==> src/rtl/spi_mem_pkg.sv <==
package spi_mem_pkg;

   typedef enum logic [2:0] {
      PH_OPC, PH_ADDR, PH_WDATA, PH_SRDATA, PH_OUT, PH_LOCK
   } phase_e;

   typedef enum logic [2:0] {
      CMD_NONE, CMD_WREN, CMD_WRDI, CMD_RDSR, CMD_WRSR, CMD_READ, CMD_WRITE
   } cmd_e;

   // upper nibble must be zero; bit 3 is never passed in
   function automatic cmd_e op_decode(input logic [3:0] hi, input logic [2:0] lo);
      if (hi != 4'h0) return CMD_NONE;
      case (lo)
         3'b110:  return CMD_WREN;
         3'b100:  return CMD_WRDI;
         3'b101:  return CMD_RDSR;
         3'b001:  return CMD_WRSR;
         3'b011:  return CMD_READ;
         3'b010:  return CMD_WRITE;
         default: return CMD_NONE;
      endcase
   endfunction

endpackage

==> src/rtl/spi_mem_sync.sv <==
module spi_mem_sync #(
   parameter int          W      = 4,
   parameter int          STAGES = 2,
   parameter logic [W-1:0] INIT  = '0
) (
   input  logic         clk,
   input  logic         rst_n,
   input  logic [W-1:0] d,
   output logic [W-1:0] q
);

   logic [STAGES-1:0][W-1:0] st;

   always_ff @(posedge clk or negedge rst_n) begin
      if (!rst_n) begin
         st <= {STAGES{INIT}};
      end else begin
         st[0] <= d;
         for (int i = 1; i < STAGES; i++) st[i] <= st[i-1];
      end
   end

   assign q = st[STAGES-1];

endmodule

==> src/rtl/spi_mem_tx.sv <==
module spi_mem_tx #(
   parameter int BYTE_W = 8
) (
   input  logic              clk,
   input  logic              rst_n,
   input  logic              load,
   input  logic              step,
   input  logic [BYTE_W-1:0] din,
   output logic              bit_o
);

   logic [BYTE_W-1:0] rest;

   always_ff @(posedge clk or negedge rst_n) begin
      if (!rst_n) begin
         bit_o <= 1'b0;
         rest  <= '0;
      end else if (load) begin
         bit_o <= din[BYTE_W-1];
         rest  <= {din[BYTE_W-2:0], 1'b0};
      end else if (step) begin
         bit_o <= rest[BYTE_W-1];
         rest  <= {rest[BYTE_W-2:0], 1'b0};
      end
   end

endmodule

==> src/rtl/spi_mem_slave.sv <==
module spi_mem_slave
   import spi_mem_pkg::*;
#(
   parameter int ADDR_W      = 13,
   parameter int ADDR_BYTES  = 2,
   parameter int PAGE_BITS   = 5,
   parameter int SYNC_STAGES = 2
) (
   input  logic              clk,
   input  logic              rst_n,
   input  logic              sck,
   input  logic              cs_n,
   input  logic              hold_n,
   input  logic              si,
   output logic              so,
   output logic              so_oe,
   output logic [ADDR_W-1:0] mem_addr,
   output logic              mem_re,
   output logic              mem_we,
   output logic [7:0]        mem_wdata,
   input  logic [7:0]        mem_rdata,
   input  logic [7:0]        status_rdata,
   input  logic              busy,
   output logic              wen_set,
   output logic              wen_clr,
   output logic              sr_we,
   output logic [7:0]        sr_wdata
);

   localparam int BYTE_W = 8;
   localparam int HI_W   = ADDR_W - BYTE_W;
   localparam int ACNT_W = (ADDR_BYTES > 2) ? $clog2(ADDR_BYTES) : 1;

   generate
      if (ADDR_W <= BYTE_W || ADDR_W > BYTE_W * ADDR_BYTES) begin : g_bad_addr
         $error("ADDR_W must exceed one byte and fit in ADDR_BYTES");
      end
      if (SYNC_STAGES < 2) begin : g_bad_sync
         $error("SYNC_STAGES must be at least 2");
      end
      if (PAGE_BITS < 1 || PAGE_BITS > ADDR_W) begin : g_bad_page
         $error("PAGE_BITS out of range");
      end
   endgenerate

   // ---------------- pin synchronisation and edges ----------------
   logic sck_s, cs_s, hold_s, si_s, sck_q, cs_q;

   spi_mem_sync #(.W(4), .STAGES(SYNC_STAGES), .INIT(4'b0110)) u_sync (
      .clk(clk), .rst_n(rst_n),
      .d({sck, cs_n, hold_n, si}),
      .q({sck_s, cs_s, hold_s, si_s})
   );

   always_ff @(posedge clk or negedge rst_n) begin
      if (!rst_n) begin
         sck_q <= 1'b0;
         cs_q  <= 1'b1;
      end else begin
         sck_q <= sck_s;
         cs_q  <= cs_s;
      end
   end

   logic live, sck_rise, sck_fall, cs_edge;
   assign live     = !cs_s && hold_s;
   assign sck_rise = live && sck_s && !sck_q;
   assign sck_fall = live && !sck_s && sck_q;
   assign cs_edge  = cs_s ^ cs_q;

   // ---------------- state ----------------
   phase_e             phase;
   cmd_e               cmd, op_cmd;
   logic [2:0]         bcnt, ocnt;
   logic [6:0]         sh_in;
   logic [ACNT_W-1:0]  acnt;
   logic [HI_W-1:0]    addr_sh;
   logic [ADDR_W-1:0]  waddr, waddr_inc, a_next;
   logic [7:0]         nb, rbuf;
   logic               drv, rd_pend, shifting, byte_done;

   assign nb        = {sh_in, si_s};
   assign a_next    = {addr_sh, nb};
   assign shifting  = (phase == PH_OPC) || (phase == PH_ADDR) ||
                      (phase == PH_WDATA) || (phase == PH_SRDATA);
   assign byte_done = sck_rise && shifting && (bcnt == 3'd7);

   always_comb begin
      op_cmd = op_decode(nb[7:4], nb[2:0]);
      if (busy && op_cmd != CMD_RDSR) op_cmd = CMD_NONE;
   end

   generate
      if (PAGE_BITS >= ADDR_W) begin : g_flat
         assign waddr_inc = waddr + 1'b1;
      end else begin : g_page
         assign waddr_inc = {waddr[ADDR_W-1:PAGE_BITS], waddr[PAGE_BITS-1:0] + 1'b1};
      end
   endgenerate

   always_ff @(posedge clk or negedge rst_n) begin
      if (!rst_n) begin
         phase     <= PH_OPC;
         cmd       <= CMD_NONE;
         bcnt      <= '0;
         ocnt      <= '0;
         sh_in     <= '0;
         acnt      <= '0;
         addr_sh   <= '0;
         waddr     <= '0;
         rbuf      <= '0;
         drv       <= 1'b0;
         rd_pend   <= 1'b0;
         mem_addr  <= '0;
         mem_re    <= 1'b0;
         mem_we    <= 1'b0;
         mem_wdata <= '0;
         wen_set   <= 1'b0;
         wen_clr   <= 1'b0;
         sr_we     <= 1'b0;
         sr_wdata  <= '0;
      end else begin
         mem_re  <= 1'b0;
         mem_we  <= 1'b0;
         wen_set <= 1'b0;
         wen_clr <= 1'b0;
         sr_we   <= 1'b0;
         rd_pend <= mem_re;
         if (rd_pend) rbuf <= mem_rdata;

         if (cs_edge) begin
            phase <= PH_OPC;
            bcnt  <= '0;
            ocnt  <= '0;
            acnt  <= '0;
            drv   <= 1'b0;
         end else begin
            if (sck_rise && shifting) begin
               sh_in <= nb[6:0];
               bcnt  <= bcnt + 3'd1;
            end
            if (byte_done) begin
               unique case (phase)
                  PH_OPC: begin
                     cmd <= op_cmd;
                     unique case (op_cmd)
                        CMD_WREN:  begin wen_set <= 1'b1; phase <= PH_LOCK; end
                        CMD_WRDI:  begin wen_clr <= 1'b1; phase <= PH_LOCK; end
                        CMD_RDSR:  phase <= PH_OUT;
                        CMD_WRSR:  phase <= PH_SRDATA;
                        CMD_READ,
                        CMD_WRITE: begin phase <= PH_ADDR; acnt <= '0; end
                        default:   phase <= PH_LOCK;
                     endcase
                  end
                  PH_ADDR: begin
                     addr_sh <= HI_W'({addr_sh, nb});
                     acnt    <= acnt + 1'b1;
                     if (acnt == ACNT_W'(ADDR_BYTES - 1)) begin
                        if (cmd == CMD_READ) begin
                           mem_addr <= a_next;
                           mem_re   <= 1'b1;
                           phase    <= PH_OUT;
                        end else begin
                           waddr <= a_next;
                           phase <= PH_WDATA;
                        end
                     end
                  end
                  PH_WDATA: begin
                     mem_we    <= 1'b1;
                     mem_addr  <= waddr;
                     mem_wdata <= nb;
                     waddr     <= waddr_inc;
                  end
                  PH_SRDATA: begin
                     sr_we    <= 1'b1;
                     sr_wdata <= nb;
                     phase    <= PH_LOCK;
                  end
                  default: ;
               endcase
            end
            if (sck_fall && phase == PH_OUT) begin
               drv  <= 1'b1;
               ocnt <= ocnt + 3'd1;
               if (ocnt == 3'd0 && cmd == CMD_READ) begin
                  mem_addr <= mem_addr + 1'b1;
                  mem_re   <= 1'b1;
               end
            end
         end
      end
   end

   // ---------------- output shifter ----------------
   logic tx_load, tx_step;
   assign tx_load = sck_fall && (phase == PH_OUT) && (ocnt == 3'd0);
   assign tx_step = sck_fall && (phase == PH_OUT) && (ocnt != 3'd0);

   spi_mem_tx #(.BYTE_W(BYTE_W)) u_tx (
      .clk(clk), .rst_n(rst_n),
      .load(tx_load), .step(tx_step),
      .din((cmd == CMD_RDSR) ? status_rdata : rbuf),
      .bit_o(so)
   );

   assign so_oe = drv && (phase == PH_OUT) && live;

endmodule

==> config.mk <==
export PLATFORM = sky130hd
export DESIGN_NAME = spi_mem_slave
export DESIGN_NICKNAME = d
export VERILOG_FILES = /design/src/rtl/spi_mem_pkg.sv /design/src/rtl/spi_mem_sync.sv /design/src/rtl/spi_mem_tx.sv /design/src/rtl/spi_mem_slave.sv
export SDC_FILE = /design/constraint.sdc
export NUM_CORES = 1
export LEC_CHECK = 0
export BUFFER_PORTS_ARGS = -buffer_cell sky130_fd_sc_hd__buf_4
export CAP_MARGIN = 10
export CORE_MARGIN = 8
export CORE_UTILIZATION = 59
export DETAILED_ROUTE_END_ITERATION = 8
export GPL_ROUTABILITY_DRIVEN = 0
export GPL_TIMING_DRIVEN = 0
export PLACE_DENSITY = 0.81
export RECOVER_POWER = 50
export SYNTH_ARGS = -nofsm -noshare
export SYNTH_HDL_FRONTEND = slang
export SYNTH_HIERARCHICAL = 1
export SYNTH_SLANG_ARGS = --single-unit
==> constraint.sdc <==
create_clock -name clk -period 4.1 [get_ports clk]
set_input_delay 0.205 -clock clk [delete_from_list [all_inputs] [get_ports clk]]
set_output_delay 0.205 -clock clk [all_outputs]
set_load 0.005 [all_outputs]
==> results of run 1 <==
## per-stage QoR
stage / setup slack [ns] / hold slack [ns] / power, mW / utilization, % / cells
6_report: 1.60 / 0.0581 / 1.76 / 69.8 / 631
2_1_floorplan: 2.09 / -0.0906 / 1.11 / - / 446
5_1_grt: 1.10 / 0.0420 / 1.82 / 69.8 / 631
4_1_cts: 1.67 / 0.0470 / 1.77 / 69.6 / 629
3_5_place_dp: 1.71 / 0.314 / 1.17 / 66.8 / 609
3_3_place_gp: 1.78 / 0.314 / 1.17 / 66.8 / 609
## cell usage in the layout, fill, tap and decap left out, types with 4 or more instances in the layout
master / count
a32oi_1: 6
nor4_1: 4
dlygate4sd3_1: 5
nor3_1: 6
nand4_1: 5
clkbuf_4: 24
mux2i_1: 10
nor2b_1: 9
nand2b_1: 4
dfrtp_1: 95
o21ai_1: 9
clkbuf_1: 16
clkbuf_8: 10
o21ai_0: 36
a31oi_1: 4
buf_2: 8
dfstp_2: 5
nor2_1: 29
nand3_1: 10
mux2_2: 47
buf_4: 33
and2_1: 5
a21oi_1: 10
inv_1: 7
nand2_1: 51
a22oi_1: 6
ha_1: 6
## sequential cells by signal, summed over array words and instances, names as in the netlist, 4 cells and up
| name | cells |
|---|---|
| addr_sh | 5 |
| mem_addr | 13 |
| u_sync/st | 4 |
| u_tx/rest | 7 |
| sr_wdata | 8 |
| u_sync/q | 4 |
| mem_wdata | 8 |
| rbuf | 8 |
| waddr | 13 |
| sh_in | 7 |
## worst register-to-register path, stage by stage, from the launching register on
cell,delay [ns]
dfrtp_1,0.40
ha_1,0.20
ha_1,0.20
and4bb_2,0.24
nand3_1,0.30
a2bb2oi_1,0.67
o21ai_0,0.23
o21ai_1,0.14
## cells by family (layout without fill, tap and decap cells)
| family | Yosys count | in the layout |
|---|---|---|
| fa+ha+maj | 6 | 6 |
| simple gates | 148 | 148 |
| mux | 57 | 57 |
| compound gates | 96 | 96 |
| flops | 100 | 100 |
| buf+inv | 34 | 114 |
| xor+xnor | 5 | 5 |
## worst paths after layout
kind                                                 end  slack, ns  depth (start not counted)
min in group asynchronous       u_tx/rest[5]$_DFFE_PN0P_       1.10                          2
worst max register to register   mem_addr[8]$_DFFE_PN0P_       1.63                          7
worst max-delay path             mem_addr[0]$_DFFE_PN0P_       1.60                          2
max in group clk                 mem_addr[8]$_DFFE_PN0P_       1.63                          7
worst min register to register     u_sync/q[0]$_DFF_PN0_       0.36                          0
worst min-delay path                 rbuf[4]$_DFFE_PN0P_       0.06                          2
## final cells by class
cell class / instances / area (sq um)
clock inverters: 5 / 43.8
well taps: 105 / 131
fillers: 624 / 2450
repair buffers: 64 / 498
clock buffers: 11 / 141
flip-flops and latches: 100 / 2510
inverters: 7 / 26.3
plain buffers: 27 / 146
multi-input cells: 312 / 2150
## report_power, final
part	internal [mW]	switching, mW
logic	0.0599	0.0779
clock network	0.245	0.353
registers	1.00	0.0171
total	1.31	0.448
## cell usage after synthesis (all sizes together) (3+ instances only)
| cell | n | share of area [%] |
|---|---|---|
| dfrtp | 95 | 49 |
| nand2 | 52 | 4.2 |
| mux2 | 47 | 11 |
| o21ai | 45 | 4.7 |
| nor2 | 30 | 2.4 |
| buf | 16 | 2.3 |
| clkbuf | 11 | 0.88 |
| a21oi | 10 | 1.0 |
| mux2i | 10 | 2.1 |
| nand3 | 10 | 1.0 |
| nor2b | 9 | 1.2 |
| inv | 7 | 0.54 |
| a22oi | 6 | 0.93 |
| a32oi | 6 | 1.1 |
| ha | 6 | 1.6 |
| nor3 | 6 | 0.62 |
| nor3b | 6 | 1.2 |
| and2 | 5 | 0.65 |
| dfstp | 5 | 2.7 |
| nand4 | 5 | 0.65 |
| a31oi | 4 | 0.52 |
| nand2b | 4 | 0.52 |
| nor4 | 4 | 0.52 |
| and3 | 3 | 0.39 |
| o22ai | 3 | 0.39 |
| o31ai | 3 | 0.47 |
| o32a | 3 | 0.62 |
| or4 | 3 | 0.57 |
| xnor2 | 3 | 0.93 |
## routing by layer
metal	global-route usage, %	vias up
met2	31.0	161
li1	-	1749
met4	8.74	0
met3	5.04	24
met1	24.1	1845
met5	0	-
## what timing repair did
action                     CTS  global route
hold buffers                 4             1
hold endpoints to repair     4            43
setup buffers                0             0
setup endpoints to repair    0             0
==> impl_results.md, run 1 <==
- Core Footprint: 8090 sq um
- Diode count: 0
- Worst Hold Launch: mem_rdata[4]
- HP Class: input port to register
- R2R Path Start: bcnt[0]$_DFFE_PN0P_
- Area grow syn2layout: 16.7%
- PD cells: 311 nW/um^2
- First-pass GRT wire length: 17900 um
- Max cap viols: 1
- Setup TNS: 0 ns
- Asr flop ratio synth: 100%
- Remaining DRCs: 0
- # nets final: 550
- Kind of critical path: input port to async pin
- Largest net degree at the start of global routing: 101
- Clk slew on worst S/H paths: around 0.10 ns
- Count of final hold-check violations: 0
- GR Overflow Total: 0
- Critical path buffers and inverters: 2
- Clock latency on the worst-skew pair: 0.37 ns
- CP Max Fanout: 44
- GRT Util Overall: 19.3%
- WL met1: 4520 um
- Initial antenna violation count: 0
- DR vias: between 3000 and 4000
- Number of DRC markers in iteration 0: 272
- Most frequently used flop master after synthesis: dfrtp_1
- CTS buffer count: 9
- Post-route ant nets: 0
- H-Tree Depth: 3
- Rel. slew slack: -62.1%
- Synth warn: 6
- Via/cell ratio: between 5 and 6
- Post-Syn Area: 4840 sq um
- Worst Setup Start Kind: input port
- Layout cells sized above 1: between 20% and 30%
- Synth Register Bits: 100
- PortBufs: 58
- Simple-Gate Fraction of Synth Area: ~16%
- Pleak: ~2.5 nW
- I/O pin count: 59
- Cell variety after synth: 61
- Crit end category: async pin
- Final setup vio count: 0
- Max-slew violations: 44
- Fin crit period: 2.50 ns
- Routed met3 length: 774 um
- Critical path cell sequence: dlygate4sd3_1 -> clkbuf_1
- DR WL met2: 5170 um
- Top routing layer used: met4
- Compound-Gate Fraction of Synth Area: between 10% and 20%
- CTS sink count: 100
- Vias in the first global route: ~3800
- Status: complete, but fails checks
- Worst vdd ir: 0.295 mV
- Synthesized instance count: approximately 450
- Post-Synth Adder-Cell Area: 1.55%
- Initial Util: 59.8%
- Failing checks: max-capacitance violations, max-slew violations
- CP delay by family, top: buffers and inverters
- Multiplexer area fraction after synthesis: between 10% and 20%
- Root Buffer: clkbuf_8
- Post_cts resized: 0
- CP max stage cell: clkbuf_1
- RSZ-0062 raised after global routing: false
- Clk buf depth: 2
- Crit path DAT: between 2 and 2.5 ns
- CP peak stage delay: 1.71 ns
- Post-Synth XOR/XNOR Area: 1.29%
- Hpwl dp: 7680 um
- Critical Path Source: rst_n
- FP Rows: 33
- F_max: 400 MHz
- Final period utilization: 60.9%
- Drt pass-1 iters: 5
- Largest family of logic cells by synthesized area: simple AND/OR/NAND/NOR gates
- Finished Cell Area: 5650 sq um
- WL final: 10700 um
- Clock Skew: 0.00889 ns
- Die Y: roughly 110 um
- Die Width: 107 um
- Post-DP Area: 5410 sq um
- Syn avg cell area: 10.9 sq um
- Total Die Area: 11400 sq um
- Syn nets: 475
- WL per Instance: around 17 um
- CTS tree: done
- Worst Tran Pin Value: 2.43 ns
- Number of synthesized flops with an enable pin: 0
- Register area share after synthesis: 51.8%
- Req. time, crit path: 4.08 ns
Note: power is estimated with default switching activity, not from simulation.
==> run 2, diff against run 1 <==
--- a/config.mk
+++ b/config.mk
@@ -8,11 +8,11 @@
 export BUFFER_PORTS_ARGS = -buffer_cell sky130_fd_sc_hd__buf_4
 export CAP_MARGIN = 10
 export CORE_MARGIN = 8
-export CORE_UTILIZATION = 59
+export CORE_UTILIZATION = 52
 export DETAILED_ROUTE_END_ITERATION = 8
 export GPL_ROUTABILITY_DRIVEN = 0
 export GPL_TIMING_DRIVEN = 0
-export PLACE_DENSITY = 0.81
+export PLACE_DENSITY = 0.75
 export RECOVER_POWER = 50
 export SYNTH_ARGS = -nofsm -noshare
 export SYNTH_HDL_FRONTEND = slang
==> constraint.sdc (replaced) <==
create_clock -name clk -period 2.1 [get_ports clk]
set_input_delay 0.105 -clock clk [delete_from_list [all_inputs] [get_ports clk]]
set_output_delay 0.105 -clock clk [all_outputs]
set_load 0.005 [all_outputs]
==> impl_results.md, run 2 (synthesis results as in run 1) <==
- WL final: 11200 um
- Remaining DRCs: 0
- Total Die Area: 12600 sq um
- RSZ-0062 raised after global routing: true
- Number of DRC markers in iteration 0: around 250
- CP max stage cell: nor3b_1
- # nets final: around 570
- Max-slew violations: 0
- Hold_ws: 0.0679 ns
- Clock Skew: 0.0120 ns
- HP Class: input port to register
- Fin crit period: 2.11 ns
- DR vias: 3814
- Failing checks: negative setup slack
- PD cells: 600 nW/um^2
- FP Rows: 35
- Critical Path Source: phase[0]$_DFFE_PN0P_
- R2R Path Start: phase[0]$_DFFE_PN0P_
- Die Width: ~110 um
- DP Worst Slack: -0.297 ns
- Largest registers: mem_addr: 13 flops, waddr: 13 flops
- Worst vdd ir: 0.421 mV
- Final setup vio count: 3
- F_max: between 400 and 500 MHz
- Drt pass-1 iters: 5
- CTS buffer count: 9
- Layout cells sized above 1: 32.9%
- First-pass GRT wire length: 18600 um
- Count of final hold-check violations: 0
- Most common cell after layout, fill and taps aside: dfrtp_1
- Req. time, crit path: 2.38 ns
- Initial antenna violation count: 0
- Via/cell ratio: about 5.8
- Worst Setup Start Kind: register
- Setup TNS: -0.0261 ns
- Hpwl dp: 7780 um
- Finished Cell Area: slightly below 6000 sq um
- H-Tree Depth: 3
- Kind of critical path: register to register
- Root Buffer: clkbuf_8
- Crit path DAT: around 2.4 ns
- Core Footprint: 9150 sq um
- CTS sink count: 100
- Pleak: 2.62 nW
- Post-DP Area: roughly 5400 sq um
- PortBufs: 58
- Worst setup margin: -0.0132 ns
- Rel. slew slack: 13.7%
- Initial Util: 52.9%
- Most frequent cells in the layout: dfrtp_1, nand2_1, mux2_2
- CTS tree: done
- Final period utilization: 101%
- CP Max Fanout: 10
- WL per Instance: 17.1 um
- Clk buf depth: 2
- Worst Hold Launch: busy
- Worst Tran Pin Value: 1.29 ns
- GRT Util Overall: 18.0%
- Critical path cell sequence: buf_2 -> nor3b_1 -> nand4_1 -> clkbuf_1 -> o32a_1 -> o21ai_0
- Die Y: 112 um
- Area grow syn2layout: 22.7%
- Diode count: 0
- Vias in the first global route: 3903
- Crit end category: register
- Fillers: 727
- Clk slew on worst S/H paths: 0.10 ns
- I/O pin count: just under 60
- CP peak stage delay: 0.44 ns
- Max cap viols: 0
- Clock latency on the worst-skew pair: 0.37 ns
- Largest net degree at the start of global routing: 101
- Status: complete, but fails checks
- Post-route ant nets: 0
- GR Overflow Total: 0
[run 2: metal layers]
| metal | GRT usage, % | wire length [um] |
|---|---|---|
| met1 | 22.5 | 4770 |
| met2 | 29.3 | 5470 |
| met3 | 4.40 | 762 |
| met4 | 7.10 | 172 |
| met5 | 0 | 0 |
[run 2: report_power, final]
group / switching (mW) / internal, mW
combinational: 0.159 / 0.133
sequential: 0.0352 / 1.96
clock: 0.704 / 0.570
total: 0.898 / 2.66
[run 2: final cells by class]
cell class / instances / area, sq um / area share, %
flip-flops and latches: 100 / 2510 / 42.3
multi-input cells: 312 / 2270 / 38.3
repair buffers: 81 / 623 / 10.5
plain buffers: 25 / 159 / 2.68
well taps: 111 / 139 / 2.34
clock buffers: 9 / 124 / 2.09
clock inverters: 7 / 82.6 / 1.39
inverters: 7 / 26.3 / 0.442
[run 2: path summary, 6_finish.rpt]
check	endpoint	slack (ns)	cells after the start
min reg2reg	u_sync/q[0]$_DFF_PN0_	0.35	0
max reg2reg	mem_addr[3]$_DFFE_PN0P_	-0.01	6
max in group asynchronous	sh_in[6]$_DFFE_PN0P_	0.63	2
min in group asynchronous	sck_q$_DFF_PN0_	0.61	2
max	mem_addr[3]$_DFFE_PN0P_	-0.01	6
min	wen_set$_DFF_PN0_	0.07	3
[run 2: through the flow]
stage	total power, mW	std cells	utilization [%]
after floorplan	2.17	446	-
final	3.56	652	64.9
after global placement	2.28	615	59.2
after CTS	3.60	652	64.5
after detailed placement	2.29	615	59.2
after global routing	3.71	652	64.9
[run 2: repair_timing]
action / in CTS / in global routing
setup buffers: 9 / 1
setup endpoints to repair: 50 / 61
pin swaps: 6 / 4
hold buffers: 12 / 1
hold endpoints to repair: 12 / 95
gates resized for setup: 17 / 22
[run 2: worst max-delay path: cells and delay by family, from the launching register on]
kind | cells | cell delay [ns]
and+or+nand+nor | 2 | 0.67
AOI/OAI and AO/OA | 2 | 0.51
buffers and inverters | 2 | 0.47
DFF | 1 | 0.40
==> run 3, diff against run 2 <==
--- a/config.mk
+++ b/config.mk
@@ -12,7 +12,7 @@
 export DETAILED_ROUTE_END_ITERATION = 8
 export GPL_ROUTABILITY_DRIVEN = 0
 export GPL_TIMING_DRIVEN = 0
-export PLACE_DENSITY = 0.75
+export PLACE_DENSITY_LB_ADDON = 0.12
 export RECOVER_POWER = 50
 export SYNTH_ARGS = -nofsm -noshare
 export SYNTH_HDL_FRONTEND = slang
==> impl_results.md, run 3 (synthesis results as in run 1) <==
- Crit end category: register
- WL per Instance: 17.6 um
- Status: completed
- Diode count: 0
- Worst Tran Pin Value: 1.16 ns
- F_max: 487 MHz
- Inst Count DP: 615
- First-pass GRT wire length: 18500 um
- Drt pass-1 iters: 4
- H-Tree Depth: 3
- Internal power: 2.55 mW
- Number of DRC markers in iteration 0: 198
- Root Buffer: clkbuf_8
- I/O pin count: 59
- Clock Skew: 0.0155 ns
- RSZ-0062 raised after global routing: true
- Worst vdd ir: around 0.34 mV
- Via/cell ratio: just under 6
- Largest registers: mem_addr: 13 flops, waddr: 13 flops
- GR Overflow Total: 0
- Critical path cell sequence: ha_2 -> ha_4 -> and4bb_2 -> and3_4 -> nand2_4 -> or4_4 -> nor3b_2
- Rel. slew slack: 22.5%
- DR vias: between 3000 and 4000
- Finished Cell Area: 6020 sq um
- Core Footprint: around 9200 sq um
- Most frequent cells in the layout: dfrtp_1, nand2_1, mux2_2
- Fillers: 723
- Largest net degree at the start of global routing: 101
- Pleak: 2.66 nW
- Area grow syn2layout: 24.4%
- Die Width: 112 um
- Clk slew on worst S/H paths: 0.11 ns
- PortBufs: 58
- # nets final: 570
- Req. time, crit path: between 2 and 2.5 ns
- Switch Pwr: 0.925 mW
- Clk pwr share: 33.8%
- Combinational share of power: 8.8%
- Final period utilization: a little over nine tenths
- CTS buffer count: 9
- Final Util: 65.8%
- Layout cells sized above 1: 35.5%
- Total Die Area: 12600 sq um
- CTS tree: done
- Most common cell after layout, fill and taps aside: dfrtp_1
- CP max stage cell: or4_4
- Final Non-Filler Cells: 657
- Vias in the first global route: 3760
- Initial Util: 52.9%
- Clock latency on the worst-skew pair: 0.38 ns
- CP Max Fanout: 8
- PD cells: 578 nW/um^2
- Fin crit period: a little over 2 ns
- CTS sink count: 100
- WL final: 11600 um
- Remaining DRCs: 0
- CP delay by family, top: simple AND/OR/NAND/NOR gates
- Max cap viols: 0
- Kind of critical path: register to register
- Critical path buffers and inverters: 0
- GRT Util Overall: 17.9%
- CP peak stage delay: 0.51 ns
- Initial antenna violation count: 0
- Final setup vio count: 0
- Max-slew violations: 0
- Hold_ws: 0.0349 ns
- Switching Fraction: 26.6%
- Die Y: ~110 um
- Post-DP Area: around 5400 sq um
- Count of final hold-check violations: 0
- FP Rows: 35
- Hpwl dp: approximately 7700 um
- HP Class: input port to register
- Worst Setup Start Kind: register
- Post-route ant nets: 0
- Clk buf depth: 2
- Crit path DAT: 2.37 ns
- Sequential group share of total power: 57.4%
==> run 3: cell types whose count changed in the layout (fill, tap and decap cells not counted), moves of 2 or more <==
| cell | change |
|---|---|
| buf_4 | +14 |
| clkbuf_1 | -9 |
| clkbuf_4 | -5 |
| clkbuf_2 | +3 |
| clkinv_2 | +2 |
| clkinvlp_4 | -2 |
| nor2_4 | +2 |
==> run 3: per-layer routing <==
metal | track usage [%] | routed length, um | up-vias
met2 | 29.5 | 5580 | 128
met1 | 22.5 | 5080 | 1885
met3 | 4.99 | 715 | 18
met4 | 4.86 | 196 | 0
li1 | - | - | 1792
met5 | 0 | 0 | -
==> run 3: metrics by stage <==
step / TNS [ns] / total power [mW] / worst slack [ns]
2_1_floorplan: 0 / 2.17 / 0.0873
3_3_place_gp: -7.66 / 2.28 / -0.280
3_5_place_dp: -7.75 / 2.29 / -0.269
4_1_cts: -0.871 / 3.47 / -0.0676
5_1_grt: -0.139 / 3.61 / -0.0242
6_report: 0 / 3.48 / 0.0453
==> run 3: cell type report <==
type	count	area, sq um	share of cell area (%)
Sequential cell	100	2510	41.7
Inverter	7	26.3	0.437
Tap cell	111	139	2.31
Multi-Input combinational cell	313	2320	38.6
Clock inverter	7	56.3	0.936
Timing Repair Buffer	85	681	11.3
Buffer	25	158	2.62
Clock buffer	9	124	2.06
==> run 3: what timing repair did <==
item	in CTS	in global routing
cloned	0	1
setup buffers	1	12
endpoints found under the hold margin	12	41
hold buffers	12	1
setup endpoints to repair	59	64
pin swaps	2	7
gates resized for setup	9	44
==> run 3: final timing paths <==
check | endpoint | cells after the start | from | slack [ns]
min reg2reg | u_sync/q[0]$_DFF_PN0_ | 0 | u_sync/st[0]$_DFF_PN0_ | 0.36
max reg2reg | wen_clr$_DFF_PN0_ | 7 | bcnt[1]$_DFFE_PN0P_ | 0.05
max | wen_clr$_DFF_PN0_ | 7 | bcnt[1]$_DFFE_PN0P_ | 0.05
max in group asynchronous | sh_in[5]$_DFFE_PN0P_ | 3 | rst_n | 0.75
min in group asynchronous | rbuf[4]$_DFFE_PN0P_ | 2 | rst_n | 0.48
min | wen_set$_DFF_PN0_ | 3 | busy | 0.03
==> run 3: power by group through the flow <==
| stage | Clock (mW) | Combinational (mW) | Sequential (mW) |
|---|---|---|---|
| final | 1.18 | 0.306 | 1.99 |
| after global routing | 1.27 | 0.339 | 2.00 |
| after CTS | 1.19 | 0.283 | 1.99 |
| after detailed placement | 0 | 0.261 | 2.03 |
| after global placement | 0 | 0.257 | 2.03 |
| after floorplan | 0 | 0.146 | 2.02 |
==> run 3: worst reg2reg max path, cell delays in order (launching register included) <==
cell and delay [ns]:
dfrtp_1 0.39, ha_2 0.21, ha_4 0.14, and4bb_2 0.24, and3_4 0.27, nand2_4 0.08, or4_4 0.51, nor3b_2 0.16
